[src/rtl/spi_fifo_pkg.sv]
package spi_fifo_pkg;
  localparam logic [6:0] ADDR_CTRL = 7'h60;
  localparam logic [6:0] ADDR_STAT = 7'h64;
  localparam logic [6:0] ADDR_TXD  = 7'h68;
  localparam logic [6:0] ADDR_RXD  = 7'h6C;
  localparam logic [6:0] ADDR_SEL  = 7'h70;

  localparam int C_LOOP   = 0;
  localparam int C_EN     = 1;
  localparam int C_MASTER = 2;
  localparam int C_CPOL   = 3;
  localparam int C_CPHA   = 4;
  localparam int C_TXCLR  = 5;
  localparam int C_RXCLR  = 6;
  localparam int C_MANSEL = 7;
  localparam int C_HOLD   = 8;
  localparam int C_LSB    = 9;

  localparam int CTRL_W = 10;
  // bits that hold state; the two flush bits are strobes only
  localparam logic [CTRL_W-1:0] CTRL_KEEP  = 10'h39F;
  localparam logic [CTRL_W-1:0] CTRL_RESET = 10'h100;

  typedef enum logic {SH_IDLE, SH_RUN} sh_state_e;
endpackage

[src/rtl/spi_fifo_sync.sv]
module spi_fifo_sync #(
  parameter int W     = 8,
  parameter int DEPTH = 16
) (
  input  logic         clk,
  input  logic         rst_n,
  input  logic         flush,
  input  logic         push,
  input  logic [W-1:0] din,
  input  logic         pop,
  output logic [W-1:0] dout,
  output logic         empty,
  output logic         full
);
  localparam int AW = (DEPTH > 1) ? $clog2(DEPTH) : 1;
  localparam int CW = $clog2(DEPTH + 1);
  localparam logic [CW-1:0] FULL_CNT = CW'(DEPTH);
  localparam logic [AW-1:0] LAST_PTR = AW'(DEPTH - 1);

  logic [W-1:0]  mem [DEPTH];
  logic [AW-1:0] wr_q, wr_d, rd_q, rd_d;
  logic [CW-1:0] cnt_q, cnt_d;
  logic          do_push, do_pop;

  assign empty   = (cnt_q == '0);
  assign full    = (cnt_q == FULL_CNT);
  assign do_push = push && !full;
  assign do_pop  = pop && !empty;
  assign dout    = mem[rd_q];

  always_comb begin
    wr_d  = wr_q;
    rd_d  = rd_q;
    cnt_d = cnt_q;
    if (flush) begin
      wr_d  = '0;
      rd_d  = '0;
      cnt_d = '0;
    end else begin
      if (do_push) wr_d = (wr_q == LAST_PTR) ? '0 : wr_q + 1'b1;
      if (do_pop)  rd_d = (rd_q == LAST_PTR) ? '0 : rd_q + 1'b1;
      case ({do_push, do_pop})
        2'b10:   cnt_d = cnt_q + 1'b1;
        2'b01:   cnt_d = cnt_q - 1'b1;
        default: cnt_d = cnt_q;
      endcase
    end
  end

  always_ff @(posedge clk or negedge rst_n) begin
    if (!rst_n) begin
      wr_q  <= '0;
      rd_q  <= '0;
      cnt_q <= '0;
    end else begin
      wr_q  <= wr_d;
      rd_q  <= rd_d;
      cnt_q <= cnt_d;
    end
  end

  always_ff @(posedge clk) begin
    if (do_push && !flush) mem[wr_q] <= din;
  end
endmodule

[src/rtl/spi_bit_engine.sv]
module spi_bit_engine
  import spi_fifo_pkg::*;
#(
  parameter int DATA_W  = 8,
  parameter int SCK_DIV = 2
) (
  input  logic              clk,
  input  logic              rst_n,
  input  logic              go,
  input  logic              cpha,
  input  logic              lsb_first,
  input  logic              loopback,
  input  logic              tx_valid,
  input  logic [DATA_W-1:0] tx_data,
  output logic              tx_pop,
  input  logic              miso,
  output logic              mosi,
  output logic              sck_toggled,
  output logic              busy,
  output logic              rx_push,
  output logic [DATA_W-1:0] rx_data
);
  localparam int EDGES = 2 * DATA_W;
  localparam int EW    = $clog2(EDGES);
  localparam logic [EW-1:0] LAST_EDGE = EW'(EDGES - 1);

  sh_state_e         state_q, state_d;
  logic [EW-1:0]     edge_q, edge_d;
  logic [DATA_W-1:0] tsh_q, tsh_d, rsh_q, rsh_d;
  logic              tog_q, tog_d;
  logic              tick, start, lead, last, first, samp, drv, sin;

  generate
    if (SCK_DIV > 1) begin : g_div
      localparam int DW = $clog2(SCK_DIV);
      localparam logic [DW-1:0] DIV_END = DW'(SCK_DIV - 1);
      logic [DW-1:0] div_q, div_d;
      assign tick = (state_q == SH_RUN) && (div_q == DIV_END);
      always_comb begin
        if (state_q != SH_RUN || tick) div_d = '0;
        else                           div_d = div_q + 1'b1;
      end
      always_ff @(posedge clk or negedge rst_n) begin
        if (!rst_n) div_q <= '0;
        else        div_q <= div_d;
      end
    end else begin : g_nodiv
      assign tick = (state_q == SH_RUN);
    end
  endgenerate

  assign start = (state_q == SH_IDLE) && go && tx_valid;
  assign tx_pop = start;
  assign lead  = ~edge_q[0];
  assign last  = (edge_q == LAST_EDGE);
  assign first = (edge_q == '0);
  assign samp  = tick && (cpha ? !lead : lead);
  assign drv   = tick && (cpha ? (lead && !first) : (!lead && !last));
  assign mosi  = lsb_first ? tsh_q[0] : tsh_q[DATA_W-1];
  assign sin   = loopback ? mosi : miso;

  always_comb begin
    state_d = state_q;
    edge_d  = edge_q;
    tog_d   = tog_q;
    tsh_d   = tsh_q;
    rsh_d   = rsh_q;
    if (start) begin
      state_d = SH_RUN;
      edge_d  = '0;
      tog_d   = 1'b0;
      tsh_d   = tx_data;
    end else if (tick) begin
      edge_d = edge_q + 1'b1;
      tog_d  = ~tog_q;
      if (last) state_d = SH_IDLE;
    end
    if (drv) begin
      if (lsb_first) tsh_d = {1'b0, tsh_q[DATA_W-1:1]};
      else           tsh_d = {tsh_q[DATA_W-2:0], 1'b0};
    end
    if (samp) begin
      if (lsb_first) rsh_d = {sin, rsh_q[DATA_W-1:1]};
      else           rsh_d = {rsh_q[DATA_W-2:0], sin};
    end
  end

  always_ff @(posedge clk or negedge rst_n) begin
    if (!rst_n) begin
      state_q <= SH_IDLE;
      edge_q  <= '0;
      tog_q   <= 1'b0;
      tsh_q   <= '0;
      rsh_q   <= '0;
    end else begin
      state_q <= state_d;
      edge_q  <= edge_d;
      tog_q   <= tog_d;
      tsh_q   <= tsh_d;
      rsh_q   <= rsh_d;
    end
  end

  assign sck_toggled = tog_q;
  assign busy        = (state_q == SH_RUN);
  assign rx_push     = tick && last;
  assign rx_data     = rsh_d;
endmodule

[src/rtl/spi_fifo_master.sv]
module spi_fifo_master
  import spi_fifo_pkg::*;
#(
  parameter int DATA_W  = 8,
  parameter int DEPTH   = 16,
  parameter int SCK_DIV = 2,
  parameter int NUM_SS  = 4
) (
  input  logic              clk,
  input  logic              rst_n,
  input  logic              bus_wr,
  input  logic              bus_rd,
  input  logic [6:0]        bus_addr,
  input  logic [31:0]       bus_wdata,
  output logic [31:0]       bus_rdata,
  output logic              sck,
  output logic              mosi,
  input  logic              miso,
  output logic [NUM_SS-1:0] ss_n
);
  generate
    if (DATA_W != 8 && DATA_W != 16 && DATA_W != 32) begin : g_bad_width
      $error("DATA_W must be 8, 16 or 32");
    end
  endgenerate

  logic [1:0]        rst_pipe_q;
  logic              rst_sync_n;
  logic [CTRL_W-1:0] ctrl_q, ctrl_d;
  logic [NUM_SS-1:0] sel_q, sel_d;
  logic              wr_ctrl, wr_sel, tx_push, rx_pop, tx_flush, rx_flush;
  logic              tx_empty, tx_full, rx_empty, rx_full, tx_pop;
  logic [DATA_W-1:0] tx_dout, rx_dout, rx_data;
  logic              rx_push, shf_busy, shf_go, sck_tog;
  logic              cpol_bit, manual_bit;
  logic [4:0]        stat_vec;

  // asynchronous assertion, synchronous release
  always_ff @(posedge clk or negedge rst_n) begin
    if (!rst_n) rst_pipe_q <= 2'b00;
    else        rst_pipe_q <= {rst_pipe_q[0], 1'b1};
  end
  assign rst_sync_n = rst_pipe_q[1];

  assign wr_ctrl  = bus_wr && (bus_addr == ADDR_CTRL);
  assign wr_sel   = bus_wr && (bus_addr == ADDR_SEL);
  assign tx_push  = bus_wr && (bus_addr == ADDR_TXD);
  assign rx_pop   = bus_rd && (bus_addr == ADDR_RXD);
  assign tx_flush = wr_ctrl && bus_wdata[C_TXCLR];
  assign rx_flush = wr_ctrl && bus_wdata[C_RXCLR];

  always_comb begin
    ctrl_d = ctrl_q;
    sel_d  = sel_q;
    if (wr_ctrl) ctrl_d = bus_wdata[CTRL_W-1:0] & CTRL_KEEP;
    if (wr_sel)  sel_d  = bus_wdata[NUM_SS-1:0];
  end

  always_ff @(posedge clk or negedge rst_sync_n) begin
    if (!rst_sync_n) begin
      ctrl_q <= CTRL_RESET;
      sel_q  <= '1;
    end else begin
      ctrl_q <= ctrl_d;
      sel_q  <= sel_d;
    end
  end

  spi_fifo_sync #(.W(DATA_W), .DEPTH(DEPTH)) u_txq (
    .clk(clk), .rst_n(rst_sync_n), .flush(tx_flush),
    .push(tx_push), .din(bus_wdata[DATA_W-1:0]),
    .pop(tx_pop), .dout(tx_dout), .empty(tx_empty), .full(tx_full)
  );

  spi_fifo_sync #(.W(DATA_W), .DEPTH(DEPTH)) u_rxq (
    .clk(clk), .rst_n(rst_sync_n), .flush(rx_flush),
    .push(rx_push), .din(rx_data),
    .pop(rx_pop), .dout(rx_dout), .empty(rx_empty), .full(rx_full)
  );

  assign shf_go = ctrl_q[C_EN] && ctrl_q[C_MASTER] && !ctrl_q[C_HOLD];

  spi_bit_engine #(.DATA_W(DATA_W), .SCK_DIV(SCK_DIV)) u_eng (
    .clk(clk), .rst_n(rst_sync_n), .go(shf_go),
    .cpha(ctrl_q[C_CPHA]), .lsb_first(ctrl_q[C_LSB]), .loopback(ctrl_q[C_LOOP]),
    .tx_valid(!tx_empty), .tx_data(tx_dout), .tx_pop(tx_pop),
    .miso(miso), .mosi(mosi), .sck_toggled(sck_tog), .busy(shf_busy),
    .rx_push(rx_push), .rx_data(rx_data)
  );

  assign cpol_bit   = ctrl_q[C_CPOL];
  assign manual_bit = ctrl_q[C_MANSEL];
  assign sck        = cpol_bit ^ sck_tog;
  assign ss_n       = (manual_bit || shf_busy) ? sel_q : '1;
  assign stat_vec   = {1'b0, tx_full, tx_empty, rx_full, rx_empty};

  always_comb begin
    case (bus_addr)
      ADDR_CTRL: bus_rdata = 32'(ctrl_q);
      ADDR_STAT: bus_rdata = 32'(stat_vec);
      ADDR_RXD:  bus_rdata = rx_empty ? '0 : 32'(rx_dout);
      ADDR_SEL:  bus_rdata = 32'(sel_q);
      default:   bus_rdata = '0;
    endcase
  end
endmodule

[config.mk]
export PLATFORM = sky130hd
export DESIGN_NAME = spi_fifo_master
export DESIGN_NICKNAME = d
export VERILOG_FILES = /design/src/rtl/spi_fifo_pkg.sv /design/src/rtl/spi_fifo_sync.sv /design/src/rtl/spi_bit_engine.sv /design/src/rtl/spi_fifo_master.sv
export SDC_FILE = /design/constraint.sdc
export NUM_CORES = 1
export LEC_CHECK = 0
export ABC_AREA = 0
export CAP_MARGIN = 5
export CORE_MARGIN = 4
export CORE_UTILIZATION = 59
export DETAILED_ROUTE_END_ITERATION = 8
export PLACE_DENSITY = 0.91
export REMOVE_ABC_BUFFERS = 1
export SKIP_CTS_REPAIR_TIMING = 1
export SLEW_MARGIN = 20
export SYNTH_ARGS = -nofsm -noshare
export SYNTH_HDL_FRONTEND = slang
export SYNTH_SLANG_ARGS = --single-unit
[constraint.sdc]
create_clock -name clk -period 2.58 [get_ports clk]
set_input_delay 0.387 -clock clk [delete_from_list [all_inputs] [get_ports clk]]
set_output_delay 0.387 -clock clk [all_outputs]
set_load 0.02 [all_outputs]
* Word level (Yosys, flattened, before mapping)
Memories as Yosys holds them, arrays and structs flattened. Index checks and enable logic that the tools add are counted.
Cells by class: reductions and logical operators 46, add/sub/neg operators 10, bitwise logic cells 4, multiplexer cells 40, eq/ne operators 16
Operators with widths (count):
- 4-bit 2-to-1 mux | 15
- 8-bit 2-to-1 mux | 6
- 10-bit case mux with 4 select lines | 1
- 7-bit == test (second input constant) | 5
- 1-bit logical AND | 22
- 4-bit by 1-bit adder with 4-bit output (second input constant) | 5
- 4-bit == test (second input constant) | 5
- 5-bit case mux with 2 select lines | 2
- 1-bit 2-to-1 mux | 14
- 2-bit nonzero test | 7
- 5-bit by 1-bit adder with 5-bit output (second input constant) | 2
- 5-bit == test (second input constant) | 2
- 5-bit logical NOT | 2
- 5-bit 2-to-1 mux | 2
- 5-bit by 1-bit subtractor with 5-bit output (second input constant) | 2
- 1-bit logical NOT | 9
- 3-bit nonzero test | 2
- 2-bit by 1-bit == test with 1-bit output (second input constant) | 2
- 2-bit == test (second input constant) | 2
- 4-bit logical NOT | 1
- 1-bit inverter | 3
- 1-bit logical OR | 2
- 2-bit AND reduction | 1
- 1-bit adder (second input constant) | 1
- 1-bit bitwise XOR | 1
Word-level totals: memory bits (writable) 256, word-level logic and storage cells 133, memories 2, register bits after elaboration 63, input port bits 44, output and inout port bits 38
Memories:
- u_rxq.mem | words 16, bits a word 8, read ports 1, clocked after memory_dff 0, wr ports 1, line spi_fifo_sync.sv:20 | logic [W-1:0] mem [DEPTH];
- u_txq.mem | words 16, bits a word 8, read ports 1, clocked after memory_dff 0, wr ports 1, line spi_fifo_sync.sv:20

* Logic depth before layout (Yosys ltp)
depth in word-level cells 8, depth in mapped cells 12, depth with buffers taken out 11

* Modules after synthesis
Synthesis repeated with hierarchy kept, for this count alone.
Unflattened totals: cells, all modules 871, area, all modules 14159.8 sq um
By module, submodules not included:
- spi_fifo_sync (u_txq) | times used 1, cells each 307, seq. area each 4169.0 sq um, area an instance 5962.0 sq um
- spi_fifo_sync (u_rxq) | times used 1, cells each 360, seq. area each 4169.0 sq um, area an instance 5955.7 sq um
- spi_bit_engine | times used 1, cells each 105, seq. area each 575.6 sq um, area an instance 1244.9 sq um
- spi_fifo_master | times used 1, cells each 99, seq. area each 356.6 sq um, area an instance 997.2 sq um

* Worst setup path after synthesis
No wires, ideal clock.
path kind register -> register, start point reg u_txq.cnt_q[1], end point reg u_txq.cnt_q[4], data arrival time 3.034 ns, clock period less this slack 3.113 ns, library setup time 0.078 ns, data required time 2.502 ns, cell stages (with the launch flop) 13, path slack -0.533 ns, buffers on the path 2, path through dfrtp_1 or4_4 o2111a_1 clkbuf_1 clkbuf_1 nand2_1 inv_1 ha_1 nor2b_1 o21a_1 or4_1 a21o_1 a21oi_1
Between the ends: longest elaborated chain between the ends 7, elaborated cells between the ends (all ways) 14, those cells by class 2 x add/sub; 3 x eq/ne; 2 x mux; 7 x reduce/logical
RTL lines:
- from (decl) | line spi_fifo_sync.sv:22 | logic [CW-1:0] cnt_q, cnt_d;
- from (signal assigned) | line spi_fifo_sync.sv:58 | cnt_q <= cnt_d;
- 5-bit logical NOT | line spi_fifo_sync.sv:25 | assign empty = (cnt_q == '0);
- 1-bit logical NOT | line spi_fifo_sync.sv:28, spi_fifo_master.sv:86
- 1-bit logical AND | line spi_bit_engine.sv:52 | assign start = (state_q == SH_IDLE) && go && tx_valid;
- 1-bit logical AND | line spi_fifo_sync.sv:28 | assign do_pop = pop && !empty;
- 2-bit by 1-bit == test with 1-bit output or 2-bit == test (tied branches) | line spi_fifo_sync.sv:42 | case ({do_push, do_pop})
- 5-bit case mux with 2 select lines | line spi_fifo_sync.sv:42
- 5-bit 2-to-1 mux | line spi_fifo_sync.sv:35 | if (flush) begin
Several ways; a longest one is shown, not always the timed one. A chain may end at the register's enable or synchronous reset.

* Worst setup path in the final report
start point reg u_rxq.rd_q[0], end point out bus_rdata[1]
Between the ends: longest elaborated chain between the ends 3
RTL lines:
- from (decl) | line spi_fifo_sync.sv:21 | logic [AW-1:0] wr_q, wr_d, rd_q, rd_d;
- from (signal assigned) | line spi_fifo_sync.sv:57 | rd_q <= rd_d;
- memory 16 x 8 bit
- 8-bit 2-to-1 mux | line spi_fifo_master.sv:101 | ADDR_RXD: bus_rdata = rx_empty ? '0 : 32'(rx_dout);
- 10-bit case mux with 4 select lines | line spi_fifo_master.sv:98 | case (bus_addr)
- to (decl) | line spi_fifo_master.sv:15 | output logic [31:0] bus_rdata,
No other way between the ends.

==> results.md <==
* Pwr Density at 785 nW/um^2
* Vias in the first global route at 8451
* Final nets at 1011
* Wire per inst at 27.6 um
* Tcrit/Tclk final at 1.21
* TritonCTS buffer count at 31
* R2r setup slk at -0.13 ns
* Failing checks: negative setup slack
* First-pass GRT wire length at 51500 um
* Final setup margin at -0.554 ns
* Final GP Congestion at 0.812
* Fin crit period at 3.13 ns
* Gr ovfl total at 0
* RSZ-0062 raised after global routing: true
* NetSw at 3.27 mW
* Worst-path maximum fanout at 9
* Sw frac at 0.254
* Port Buffer Count at 37
* Ys Warns at 0
* Cell row count at 55
* Startpoint types: register
* VDD IR-drop max at 870 uV
* Final WL at 34700 um
* CTS root buf: clkbuf_16
* Post-Layout Cell Count at 1257
* Yosys reg bits at 319
* Slowest library cell on the worst path: mux4_2
* Initial cell density of the core at 0.602
* Slew margin rel. at 0.360
* Layout area overhead at 20.3%
* Syn avg cell area at 17.2 um^2
* H-tree depth at 1
* Dpl hpwl at 21500 um
* Fillcell total at 1244
* Most common cell after layout, fill and taps aside: edfxtp_1
* Sequential Power Share at 0.476
* Vias at 8207
* Mapped Cells at 796
* Layout Skew at 0.0182 ns
* Initial antenna violation count at 0
* Worst Tran Pin Value at 0.960 ns
* Mapped Area at 13700 um^2
* Pins over their slew limit at 0
* DR DRC count at 0
* Max Clock Freq at 319 MHz
* Die H at 160 um
* Die ar. at 25700 um^2
* Fin Hold WS at 0.00388 ns
* Library cells used by synthesis at 72
* Internal power at 9.62 mW
* Most frequent cells in the layout: edfxtp_1 (256), buf_4 (104), mux4_2 (80)
* Hold Path Class: in2async
* EDFF count, synth at 256
* Fraction of layout instances using a drive strength above 1 at 0.336
* Num Clock Sinks at 319
* Max stage delay on crit path at 0.50 ns
* Setup-failing EPs final at 11
* Post-synth top area cell: edfxtp_1
* CP Class: reg2out
* Antenna viol nets, final at 0
* Hold Vio Cnt, Final at 0
* Fraction of registers with async set/reset at 0.197
* # IOs at 82
* Pleak at 5.90 nW
* TritonCTS clock tree: done
* Setup TNS at -4.27 ns
* Power Total at 12.9 mW
* Critical-path cell list: buf_12, buf_4, mux4_2, mux4_2, inv_1, o211ai_1, clkbuf_2
* Primary FF master, synth: edfxtp_1
* CP required at 2.19 ns
* Initial DRC count at 1179
* Top-area cell type share of the netlist area at 0.563
* Core Region at 22700 um^2
* Maximum clock path buffer count at 3
* Total GRT Usage at 0.263
* Comb pwr share at 0.165
* Ant. Diodes at 0
* Vias per std cell at 6.53
* Crit path DAT at 2.75 ns
* Placed inst area at 15200 um^2
* Worst-Skew Late Latency at 0.55 ns
* Die X at 160 um
* Crit end category: primary output
* Ranking of synthesized cells by area: edfxtp_1 (56%), mux4_2 (13%), dfrtp_1 (11%)
* MaxCap Viol Count at 0
* Final core utilization at 0.724
* Outcome: finished with violations
* Clock slew at reported path FFs at 0.06 ns
* Pre-CTS worst setup slack at -0.408 ns
* Largest net degree at the start of global routing at 41
* Clk network pwr share at 0.360
* CP most frequent cell: mux4_2
* Design area at 16400 um^2
* Inst Count DP at 1194
* TritonRoute pass-1 iters at 6
* Sequential area share after synthesis at 0.678
## cells in the mapped netlist (all sizes together), types with 2 or more instances
cell type / n
a211o: 3
a211oi: 4
a21o: 3
a21oi: 29
a221o: 7
a22oi: 4
a311oi: 3
a31oi: 2
and2: 10
and3: 2
buf: 39
clkbuf: 21
conb: 2
dfrtp: 58
dfstp: 5
edfxtp: 256
ha: 17
inv: 21
mux2: 14
mux2i: 17
mux4: 80
nand2: 40
nand2b: 3
nand3: 13
nand4: 3
nor2: 55
nor2b: 5
nor3: 12
nor3b: 4
nor4: 8
o211ai: 6
o21ai: 5
o31ai: 2
or2: 5
or3: 4
or4: 3
xnor2: 6
xor2: 8
## power by group through the flow
| stage | Combinational (mW) | Sequential, mW | Clock [mW] |
|---|---|---|---|
| after CTS | 2.02 | 6.12 | 4.65 |
| after global routing | 2.26 | 6.15 | 4.92 |
| after detailed placement | 1.97 | 6.22 | 0 |
| after floorplan | 1.06 | 6.32 | 0 |
| after global placement | 1.85 | 6.20 | 0 |
| final | 2.13 | 6.13 | 4.64 |
## cells by family after synthesis
family | share of synthesized area
AO/OA/AOI/OAI | 0.0422
XOR/XNOR | 0.00952
adder cells (fa/ha/maj) | 0.0170
buffers and inverters | 0.0320
flip-flops | 0.678
multiplexers | 0.156
other | 0.000550
AND/OR/NAND/NOR | 0.0645
## final timing paths
path                                  end            from  cells after the start
max                          bus_rdata[1]   u_rxq.rd_q[0]                      7
min in group clk            rst_pipe_q[1]   rst_pipe_q[0]                      0
max reg2reg                u_rxq.cnt_q[4]  u_rxq.cnt_q[2]                     10
min                         rst_pipe_q[0]           rst_n                      1
max in group asynchronous   u_rxq.rd_q[0]   rst_pipe_q[1]                      1
min reg2reg                 rst_pipe_q[1]   rst_pipe_q[0]                      0
## per-layer routing
metal / global-route usage / share of wire
met1: 0.306 / 0.34
met2: 0.489 / 0.54
met3: 0.0374 / 0.057
met4: 0.111 / 0.057
met5: 0 / 0
## state kept, by name, summed over array words and instances (netlist names)
register,count
u_eng.g_div.div_q,1
u_eng.busy,1
u_eng.edge_q,4
u_rxq.rd_q,4
sel_q,4
u_rxq.mem,128
u_rxq.cnt_q,5
u_txq.cnt_q,5
u_rxq.wr_q,4
ctrl_q,8
u_eng.sck_toggled,1
rst_pipe_q,2
u_txq.wr_q,4
u_txq.rd_q,4
u_eng.tsh_q,8
u_eng.rsh_q,8
u_txq.mem,128
## critical path: cells and delay by family, from the launching register on
family          cells  cell delay [ns]
mux                 2             0.98
flops               1             0.44
compound gates      1             0.18
buf+inv             4             0.61
## final cells by class
cell class,instances,area (um^2),area share
clock buffer,39,816,0.0496
clock inverter,17,220,0.0134
inverter,22,82.6,0.00502
multi-input combinational,416,4200,0.255
sequential,319,9270,0.564
tap,285,357,0.0217
timing repair buffer,159,1490,0.0909
(Power assumes the default switching activity.)
